### src/rtl/ea_pkg.sv
package ea_pkg;

  typedef enum logic [2:0] {
    MODE_REG    = 3'd0,
    MODE_ABS    = 3'd1,
    MODE_DISP   = 3'd2,
    MODE_POSTI  = 3'd3,
    MODE_PRED   = 3'd4,
    MODE_SCALED = 3'd5
  } ea_mode_e;

  typedef enum logic [1:0] {
    ST_IDLE = 2'd0,
    ST_WB   = 2'd1,
    ST_MUL  = 2'd2
  } ea_state_e;

  // step in bytes for a size code; code 3 saturates at 4
  function automatic logic [2:0] size_step(input logic [1:0] sz);
    case (sz)
      2'd0:    size_step = 3'd1;
      2'd1:    size_step = 3'd2;
      default: size_step = 3'd4;
    endcase
  endfunction

endpackage

### src/rtl/ea_direct_calc.sv
module ea_direct_calc
  import ea_pkg::*;
#(
  parameter int ADDR_W = 32,
  parameter int IMM_W  = 16
) (
  input  logic [2:0]        mode_i,
  input  logic [1:0]        size_i,
  input  logic [ADDR_W-1:0] base_i,
  input  logic [IMM_W-1:0]  imm_i,
  output logic [ADDR_W-1:0] ea_o,
  output logic [ADDR_W-1:0] ptr_o
);

  localparam int EXT_W = ADDR_W - IMM_W;

  logic [ADDR_W-1:0] step;
  logic [ADDR_W-1:0] imm_zext;
  logic [ADDR_W-1:0] imm_sext;
  logic [ADDR_W-1:0] inc_val;
  logic [ADDR_W-1:0] dec_val;

  assign step     = {{(ADDR_W-3){1'b0}}, size_step(size_i)};
  assign imm_zext = {{EXT_W{1'b0}}, imm_i};
  assign imm_sext = {{EXT_W{imm_i[IMM_W-1]}}, imm_i};
  assign inc_val  = base_i + step;
  assign dec_val  = base_i - step;

  always_comb begin
    ea_o  = base_i;
    ptr_o = base_i;
    case (ea_mode_e'(mode_i))
      MODE_REG:   ea_o = base_i;
      MODE_ABS:   ea_o = imm_zext;
      MODE_DISP:  ea_o = base_i + imm_sext;
      MODE_POSTI: begin
        ea_o  = base_i;
        ptr_o = inc_val;
      end
      MODE_PRED:  begin
        ea_o  = dec_val;
        ptr_o = dec_val;
      end
      default:    ea_o = base_i;
    endcase
  end

endmodule

### src/rtl/ea_scaled_mul.sv
module ea_scaled_mul #(
  parameter int ADDR_W  = 32,
  parameter int SCALE_W = 16,
  parameter int DIGIT_W = 4
) (
  input  logic               clk,
  input  logic               rst,
  input  logic               start_i,
  input  logic [ADDR_W-1:0]  base_i,
  input  logic [ADDR_W-1:0]  index_i,
  input  logic [SCALE_W-1:0] scale_i,
  output logic               done_o,
  output logic [ADDR_W-1:0]  result_o
);

  localparam int STEPS = SCALE_W / DIGIT_W;
  localparam int CNT_W = $clog2(STEPS + 1);

  logic               run;
  logic [CNT_W-1:0]   cnt;
  logic [ADDR_W-1:0]  acc;
  logic [ADDR_W-1:0]  mcand;
  logic [SCALE_W-1:0] mplier;
  logic [ADDR_W-1:0]  partial;

  // one digit of the scale times the shifted multiplicand
  always_comb begin
    partial = '0;
    for (int j = 0; j < DIGIT_W; j++) begin
      if (mplier[j]) partial = partial + (mcand << j);
    end
  end

  assign done_o   = run && (cnt == CNT_W'(STEPS));
  assign result_o = acc;

  always_ff @(posedge clk) begin
    if (rst) begin
      run    <= 1'b0;
      cnt    <= '0;
      acc    <= '0;
      mcand  <= '0;
      mplier <= '0;
    end else if (!run) begin
      if (start_i) begin
        run    <= 1'b1;
        cnt    <= '0;
        acc    <= base_i;
        mcand  <= index_i;
        mplier <= scale_i;
      end
    end else if (cnt != CNT_W'(STEPS)) begin
      acc    <= acc + partial;
      mcand  <= mcand << DIGIT_W;
      mplier <= mplier >> DIGIT_W;
      cnt    <= cnt + 1'b1;
    end else begin
      run <= 1'b0;
    end
  end


  step_bound_chk: assert property (@(posedge clk) disable iff (rst)
    run |-> (cnt <= CNT_W'(STEPS)));


  done_pulse_chk: assert property (@(posedge clk) disable iff (rst)
    done_o |=> !done_o);

endmodule

### src/rtl/ea_unit.sv
module ea_unit
  import ea_pkg::*;
#(
  parameter int ADDR_W  = 32,
  parameter int IMM_W   = 16,
  parameter int REG_W   = 5,
  parameter int DIGIT_W = 4
) (
  input  logic              clk,
  input  logic              rst,
  input  logic              req_i,
  input  logic [2:0]        mode_i,
  input  logic [1:0]        size_i,
  input  logic [REG_W-1:0]  ptr_idx_i,
  input  logic [ADDR_W-1:0] base_i,
  input  logic [ADDR_W-1:0] index_i,
  input  logic [IMM_W-1:0]  imm_i,
  output logic [ADDR_W-1:0] ea_o,
  output logic              ea_valid_o,
  output logic              busy_o,
  output logic              wb_en_o,
  output logic [REG_W-1:0]  wb_idx_o,
  output logic [ADDR_W-1:0] wb_val_o
);

  ea_state_e         state;
  logic              accept;
  logic              mul_start;
  logic              mul_done;
  logic [ADDR_W-1:0] mul_res;
  logic [ADDR_W-1:0] calc_ea;
  logic [ADDR_W-1:0] calc_ptr;

  assign accept    = req_i && (state == ST_IDLE);
  assign mul_start = accept && (mode_i == MODE_SCALED);
  assign busy_o    = (state != ST_IDLE);

  ea_direct_calc #(.ADDR_W(ADDR_W), .IMM_W(IMM_W)) i_calc (
    .mode_i (mode_i),
    .size_i (size_i),
    .base_i (base_i),
    .imm_i  (imm_i),
    .ea_o   (calc_ea),
    .ptr_o  (calc_ptr)
  );

  ea_scaled_mul #(.ADDR_W(ADDR_W), .SCALE_W(IMM_W), .DIGIT_W(DIGIT_W)) i_mul (
    .clk      (clk),
    .rst      (rst),
    .start_i  (mul_start),
    .base_i   (base_i),
    .index_i  (index_i),
    .scale_i  (imm_i),
    .done_o   (mul_done),
    .result_o (mul_res)
  );

  always_ff @(posedge clk) begin
    if (rst) begin
      state      <= ST_IDLE;
      ea_o       <= '0;
      ea_valid_o <= 1'b0;
      wb_en_o    <= 1'b0;
      wb_idx_o   <= '0;
      wb_val_o   <= '0;
    end else begin
      ea_valid_o <= 1'b0;
      wb_en_o    <= 1'b0;
      case (state)
        ST_IDLE: begin
          if (req_i) begin
            case (ea_mode_e'(mode_i))
              MODE_REG, MODE_ABS, MODE_DISP: begin
                ea_o       <= calc_ea;
                ea_valid_o <= 1'b1;
              end
              MODE_POSTI, MODE_PRED: begin
                ea_o       <= calc_ea;
                ea_valid_o <= 1'b1;
                if (ptr_idx_i != '0) begin
                  wb_idx_o <= ptr_idx_i;
                  wb_val_o <= calc_ptr;
                  state    <= ST_WB;
                end
              end
              MODE_SCALED: state <= ST_MUL;
              default: ;
            endcase
          end
        end
        ST_WB: begin
          wb_en_o <= 1'b1;
          state   <= ST_IDLE;
        end
        ST_MUL: begin
          if (mul_done) begin
            ea_o       <= mul_res;
            ea_valid_o <= 1'b1;
            state      <= ST_IDLE;
          end
        end
        default: state <= ST_IDLE;
      endcase
    end
  end


  wb_after_ea_chk: assert property (@(posedge clk) disable iff (rst)
    wb_en_o |-> $past(ea_valid_o));


  wb_single_chk: assert property (@(posedge clk) disable iff (rst)
    wb_en_o |=> !wb_en_o);


  wb_nonzero_chk: assert property (@(posedge clk) disable iff (rst)
    wb_en_o |-> (wb_idx_o != '0));


  wb_idle_chk: assert property (@(posedge clk) disable iff (rst)
    wb_en_o |-> !busy_o);

endmodule

### config.mk
export PLATFORM = sky130hd
export DESIGN_NAME = ea_unit
export DESIGN_NICKNAME = d
export VERILOG_FILES = /design/src/rtl/ea_pkg.sv /design/src/rtl/ea_direct_calc.sv /design/src/rtl/ea_scaled_mul.sv /design/src/rtl/ea_unit.sv
export SDC_FILE = /design/constraint.sdc
export NUM_CORES = 1
export LEC_CHECK = 0
export ABC_AREA = 1
export BUFFER_PORTS_ARGS = -buffer_cell sky130_fd_sc_hd__buf_2
export CAP_MARGIN = 20
export CORE_ASPECT_RATIO = 0.5
export CORE_MARGIN = 5
export CORE_UTILIZATION = 40
export CTS_CLUSTER_DIAMETER = 50
export CTS_CLUSTER_SIZE = 16
export DETAILED_ROUTE_END_ITERATION = 8
export PLACE_DENSITY = 0.56
export SKIP_CTS_REPAIR_TIMING = 1
export SYNTH_ARGS = -nofsm -noshare
export SYNTH_HDL_FRONTEND = slang
export SYNTH_SLANG_ARGS = --single-unit
### constraint.sdc
create_clock -name clk -period 7 [get_ports clk]
set_input_delay 1.4 -clock clk [delete_from_list [all_inputs] [get_ports clk]]
set_output_delay 1.4 -clock clk [all_outputs]
set_load 0.01 [all_outputs]
==> results.cfg, run 1 <==
[status]
status = completed

[logic_synthesis]
synth_commonest_cells = 643 x nand2_1, 335 x a21oi_1, 305 x inv_1
avgSynthCellArea_um2 = 6.17
synthCells = 2862
ys_ff_latch = 157
synth_edf_count = 0
synthSimpleGateAreaFrac_pct = 27.9
synth_area_mm2 = 0.0177
yosysMostFrequentCell = nand2_1
yosysTopAreaCell = dfxtp_1
synth_compound_area_share_pct = 28.9
synth_cell_types = 58
synth_area_leaders = dfxtp_1 18%, nand2_1 14%, ha_1 11%
synth_mux_area_share_pct = 0
ys_warn_count = 0
synth_nets = 3121
synth_top_family_by_area = compound AO/OA/AOI/OAI gates
synth_fa_ha_area_share_pct = 12.1
async_reset_ff_share_pct = 0
yosysSeqAreaShare_pct = 17.8
synth_xor_xnor_area_share_pct = 3.97
ys.flop_type = dfxtp_1
synth_top_area_share_pct = 17.8

[routing]
wl_per_cell_um = 18.9
routed_via_density = 5.54
ant_nets = 0
drc = 0
first_pass_iters = 5
wirelength_um = 70900
vias = 20800
drt_iter0_markers = 1877

[final_layout]
area_growth_pct = 26.3
final_core_util_pct = 51.2
insertedDiodeCount = 0
fin_nets = 3407
drive_gt1_share_pct = 23.1

[worst_setup_path]
cp-start-kind = flop
worstPathMaxFanout = 5
worst_path_most_repeated_cell = nand2_1
cp.required_ns = 7.32
worstPathArrival_ns = 7.10
cpPeakStageDelay_ns = 0.45
slowest_stage = ha_2
critPathCaptureType = flop
worstSetupPathType = flop to flop

[placement]
place.port_buffers = 164
place.gp.congestion = 0.937
dp_hpwl_um = 54000
post-place-ws_ns = -0.219

[pwr]
total_power_w = 0.00297
p_per_area_mw_per_mm2 = 133
p_leak_nw = 10.5
ir_drop_v = 0.000151

[sta]
period_minus_slack_ns = 6.78
final_max_slew_viol_count = 0
max_slew_margin_pct = 39.7
hold_viol = 0
setup_slack_ns = 0.220
worst_pin_slew_ns = 0.904
hold_ws_ns = 0.451
rsz0062_at_grt = true
fin_crit_sh_pct = 96.9
max_freq_mhz = 147
setup_violations = 0
fin_skew_ns = 0.0192

[floorplan]
die_area_mm2 = 0.0487
core_area_mm2 = 0.0436
die_w_um = 307
num_rows = 54
dieHeight_um = 159
boundaryPins = 165
start_util_pct = 40.5

[cts]
clk_pin_slew_ns = 0.07
clk_latency_ns = 0.47
htree_levels = 4
cts_root_buffer = clkbuf_16
clkSinkCount = 157
cts_tree = built
clk_path_buf_depth = 2
numCtsBuffers = 17

[global_routing]
grt_max_degree = 82
grtUsageTotal_pct = 27.2
grt_pass1_vias = 18700
antenna_found_initial = 0
gr-total-overflow = 0
grt_pass1_wl_um = 105000

[job]
max_cap_viol_count = 0

[min_path]
hold_path.class = flop to flop
[placed cells by master (no fill, tap or decap), types with 19 or more instances in the layout]
cell type / netlist / layout
nand2_1: 643 / 611
a21oi_1: 335 / 296
inv_1: 305 / 292
o21ai_0: 272 / 240
buf_4: 0 / 205
nor2_1: 180 / 167
buf_2: 11 / 164
dfxtp_1: 157 / 154
nand3_1: 147 / 142
ha_1: 159 / 121
a31oi_1: 79 / 70
o21ai_1: 46 / 50
o21ai_2: 15 / 41
xnor2_1: 41 / 40
nand2_2: 13 / 39
a21oi_2: 7 / 39
xor2_1: 39 / 37
o211ai_1: 36 / 36
nand4_1: 31 / 31
ha_4: 0 / 31
inv_2: 13 / 26
nor3_1: 36 / 26
a21o_1: 19 / 19
clkbuf_16: 0 / 19
[kinds of logic after synthesis]
group / count (synthesis)
xor gates and xnor gates: 80
AOI/OAI and AO/OA: 893
DFF: 157
adders and majority gates: 166
buffers and inverters: 433
and+or+nand+nor: 1133
[final timing paths]
path              depth (start not counted)       startpoint                  to  slack [ns]
hold reg to reg                           2      wb_val_o[1]         wb_val_o[1]        0.45
setup / recovery                         42  i_mul.mplier[0]  i_mul.result_o[30]        0.22
setup reg to reg                         42  i_mul.mplier[0]  i_mul.result_o[30]        0.22
hold / removal                            2      wb_val_o[1]         wb_val_o[1]        0.45
[per-layer routing]
layer	share of wire (%)	track usage, %	vias to the layer above
li1	-	-	10400
met1	49	40.9	9556
met2	43	42.0	702
met3	6.6	3.00	81
met4	2.0	5.74	0
met5	0	0	-
[flip-flops by register name, indices dropped and copies added (netlist names), 2 cells and up]
| register | count |
|---|---|
| ea_o | 32 |
| i_mul.mcand | 32 |
| i_mul.mplier | 16 |
| i_mul.cnt | 3 |
| wb_idx_o | 5 |
| wb_val_o | 32 |
| i_mul.result_o | 32 |
| state | 2 |
[report_power, final]
group / switching (W) / total (W) / internal [W]
sequential: 0.0000508 / 0.00100 / 0.000949
combinational: 0.000607 / 0.000958 / 0.000350
clock: 0.000473 / 0.00101 / 0.000535
[stage by stage]
stage          TNS [ns]  area, µm²  instances
6_report              0      22300       3748
5_1_grt          -0.454      22300       3748
4_1_cts          -0.372      20700       3705
3_5_place_dp     -0.297      20100       3674
3_3_place_gp     -0.148      20100       3674
2_1_floorplan         0      17700       2862
[critical path: cells and delay by family, from the launching register on]
family	cells	cell delay [ns]
AOI/OAI and AO/OA	8	1.01
xor gates and xnor gates	1	0.15
adders and majority gates	4	1.26
buffers and inverters	8	0.94
DFF	1	0.38
and+or+nand+nor	21	2.86
[cell type report]
| type | count | area (µm²) |
|---|---|---|
| Multi-Input combinational cell | 2272 | 14100 |
| Clock buffer | 18 | 429 |
| Inverter | 323 | 1210 |
| Clock inverter | 13 | 158 |
| Sequential cell | 157 | 3150 |
| Fill cell | 4529 | 21300 |
| Tap cell | 588 | 736 |
| Timing Repair Buffer | 377 | 2490 |
Power figures use the tool's default switching activity.
==> inputs of run 2 (changes only) <==
Settings changed: BUFFER_PORTS_ARGS -buffer_cell sky130_fd_sc_hd__buf_2 to default, DONT_BUFFER_PORTS from default to 1, PLACE_DENSITY 0.56 to 0.52.
==> run 2 against run 1 <==
Effect of this change: global-route usage decreased by 0.11 points; cell area decreased by 4.6%; core utilization decreased by 2.4 points; highest routed layer unchanged; non-clock buffer count decreased by 183; worst setup slack improved by 0.050 ns; maximum frequency increased by 0.74%; largest power group unchanged; wire length decreased by 1.0%; die area unchanged; clock skew decreased by 0.0058 ns; critical path depth decreased by 1; largest cell class unchanged.
==> results.cfg, run 2 (synthesized netlist as in run 1, its figures left out) <==
[routing]
vias = 19900
wl_per_cell_um = 19.7
first_pass_iters = 5
routed_via_density = 5.58
wirelength_um = 70100
ant_nets = 0
drc = 0
drt_iter0_markers = 1716

[placement]
dp_hpwl_um = 53800
post-place-ws_ns = -0.333
place.port_buffers = 0
place.gp.congestion = 0.961
placed_area_mm2 = 0.0192

[worst_setup_path]
r2r_cells = 41
rr_startpoint = i_mul.mplier[0]
cpPeakStageDelay_ns = 0.39
slowest_stage = ha_1
worst_path_most_repeated_cell = nand2_1
worstSetupPathType = flop to flop
crit_start = i_mul.mplier[0]
crit_end = i_mul.result_o[31]
critPathCaptureType = flop
worstPathArrival_ns = 7.13
worstPathMaxFanout = 7
r2r-end = i_mul.result_o[31]
rrSetupSlack_ns = 0.27
cp-start-kind = flop
cp.required_ns = 7.40

[pwr]
total_power_w = 0.00289
intPower_w = 0.00180
p_leak_nw = 9.74
p_sw_share_pct = 37.8
switchingPower_w = 0.00109
share_comb_of_total_power_pct = 28.9
ir_drop_v = 0.000160
seq_power_share_pct = 35.4
p_per_area_mw_per_mm2 = 136
p_clk_share_pct = 35.7

[floorplan]
num_rows = 54
die_w_um = 307
core_area_mm2 = 0.0436
start_util_pct = 40.5
die_area_mm2 = 0.0487
boundaryPins = 165
dieHeight_um = 159

[sta]
period_minus_slack_ns = 6.73
worst_pin_slew_ns = 0.993
setup_violations = 0
hold_viol = 0
fin_skew_ns = 0.0134
max_slew_margin_pct = 33.8
fin_crit_sh_pct = 96.1
final_max_slew_viol_count = 0
max_freq_mhz = 149
setup-tns-final_ns = 0
setup_slack_ns = 0.270

[final_layout]
finalInstanceArea_mm2 = 0.0213
layout_commonest_cell = nand2_1
fin_nets = 3224
mostFrequentLayoutCells = 613 x nand2_1, 296 x a21oi_1, 289 x inv_1
area_growth_pct = 20.5
final_core_util_pct = 48.8
drive_gt1_share_pct = 18.1

[cts]
clk_pin_slew_ns = 0.08
numCtsBuffers = 17
clk_latency_ns = 0.46
clkSinkCount = 157
cts_tree = built
cts_root_buffer = clkbuf_16
clk_path_buf_depth = 2
htree_levels = 4

[global_routing]
grt_max_degree = 89
grt_pass1_wl_um = 104000
grt_pass1_vias = 17900
grtUsageTotal_pct = 27.1
antenna_found_initial = 0
gr-total-overflow = 0

[min_path]
hold_path.class = flop to flop
worstHoldStart = i_mul.mplier[15]

[status]
status = completed

[job]
max_cap_viol_count = 0
==> run 2: cell count changes in the layout (fill, tap and decap cells not counted), moves of 3 or more <==
cell and change:
a31oi_4 -3, buf_2 -164, buf_4 -16, ha_1 +5, ha_2 -6, inv_1 -3
inv_2 +3, nand2_2 -3, nor3_1 +3, nor3_2 -6, nor3_4 +3, o21ai_0 -5
o21ai_1 +6
==> run 2: final cells by class <==
cell class / instances / area (µm²)
Antenna cell: 1 / 2.50
Clock buffer: 18 / 429
Clock inverter: 14 / 176
Fill cell: 4575 / 22300
Inverter: 323 / 1210
Multi-Input combinational cell: 2272 / 14100
Sequential cell: 157 / 3150
Tap cell: 588 / 736
Timing Repair Buffer: 194 / 1500
==> run 2: per-stage QoR <==
step	hold slack, ns	cells
after floorplan	0.421	2862
after global placement	0.445	3499
after detailed placement	0.449	3499
after CTS	0.460	3531
after global routing	0.481	3566
final	0.465	3567
==> run 2: worst max-delay path: cells and delay by family, from the launching register on <==
kind / cells / cell delay (ns)
compound gates: 16 / 2.42
simple gates: 11 / 1.30
xor+xnor: 2 / 0.32
flops: 1 / 0.38
fa+ha+maj: 4 / 1.37
buf+inv: 8 / 0.90
==> run 2: worst min path at each step <==
stage	end	slack, ns	depth (start not counted)
2_1_floorplan	wb_en_o	0.42	1
3_3_place_gp	i_mul.mplier[15]	0.45	2
3_5_place_dp	i_mul.mplier[13]	0.45	2
4_1_cts	i_mul.mplier[15]	0.46	2
5_1_grt	i_mul.mplier[13]	0.48	2
6_report	i_mul.mplier[15]	0.47	2
==> run 2: layer usage <==
layer  global-route usage (%)  up-vias  part of all wire (%)
met5                        0        -                     0
met4                     6.94        0                   2.6
met3                     3.67       97                   5.9
met2                     40.7      608                    41
met1                     40.8     9160                    50
li1                         -    10100                     -
==> run 2: power by group through the flow <==
stage	sequential [W]	combinational, W	clock, W
global route	0.00103	0.000923	0.00107
floorplan	0.00102	0.000519	0
finish	0.00102	0.000837	0.00103
detailed placement	0.00104	0.000747	0
CTS	0.00102	0.000751	0.00104
global placement	0.00104	0.000745	0
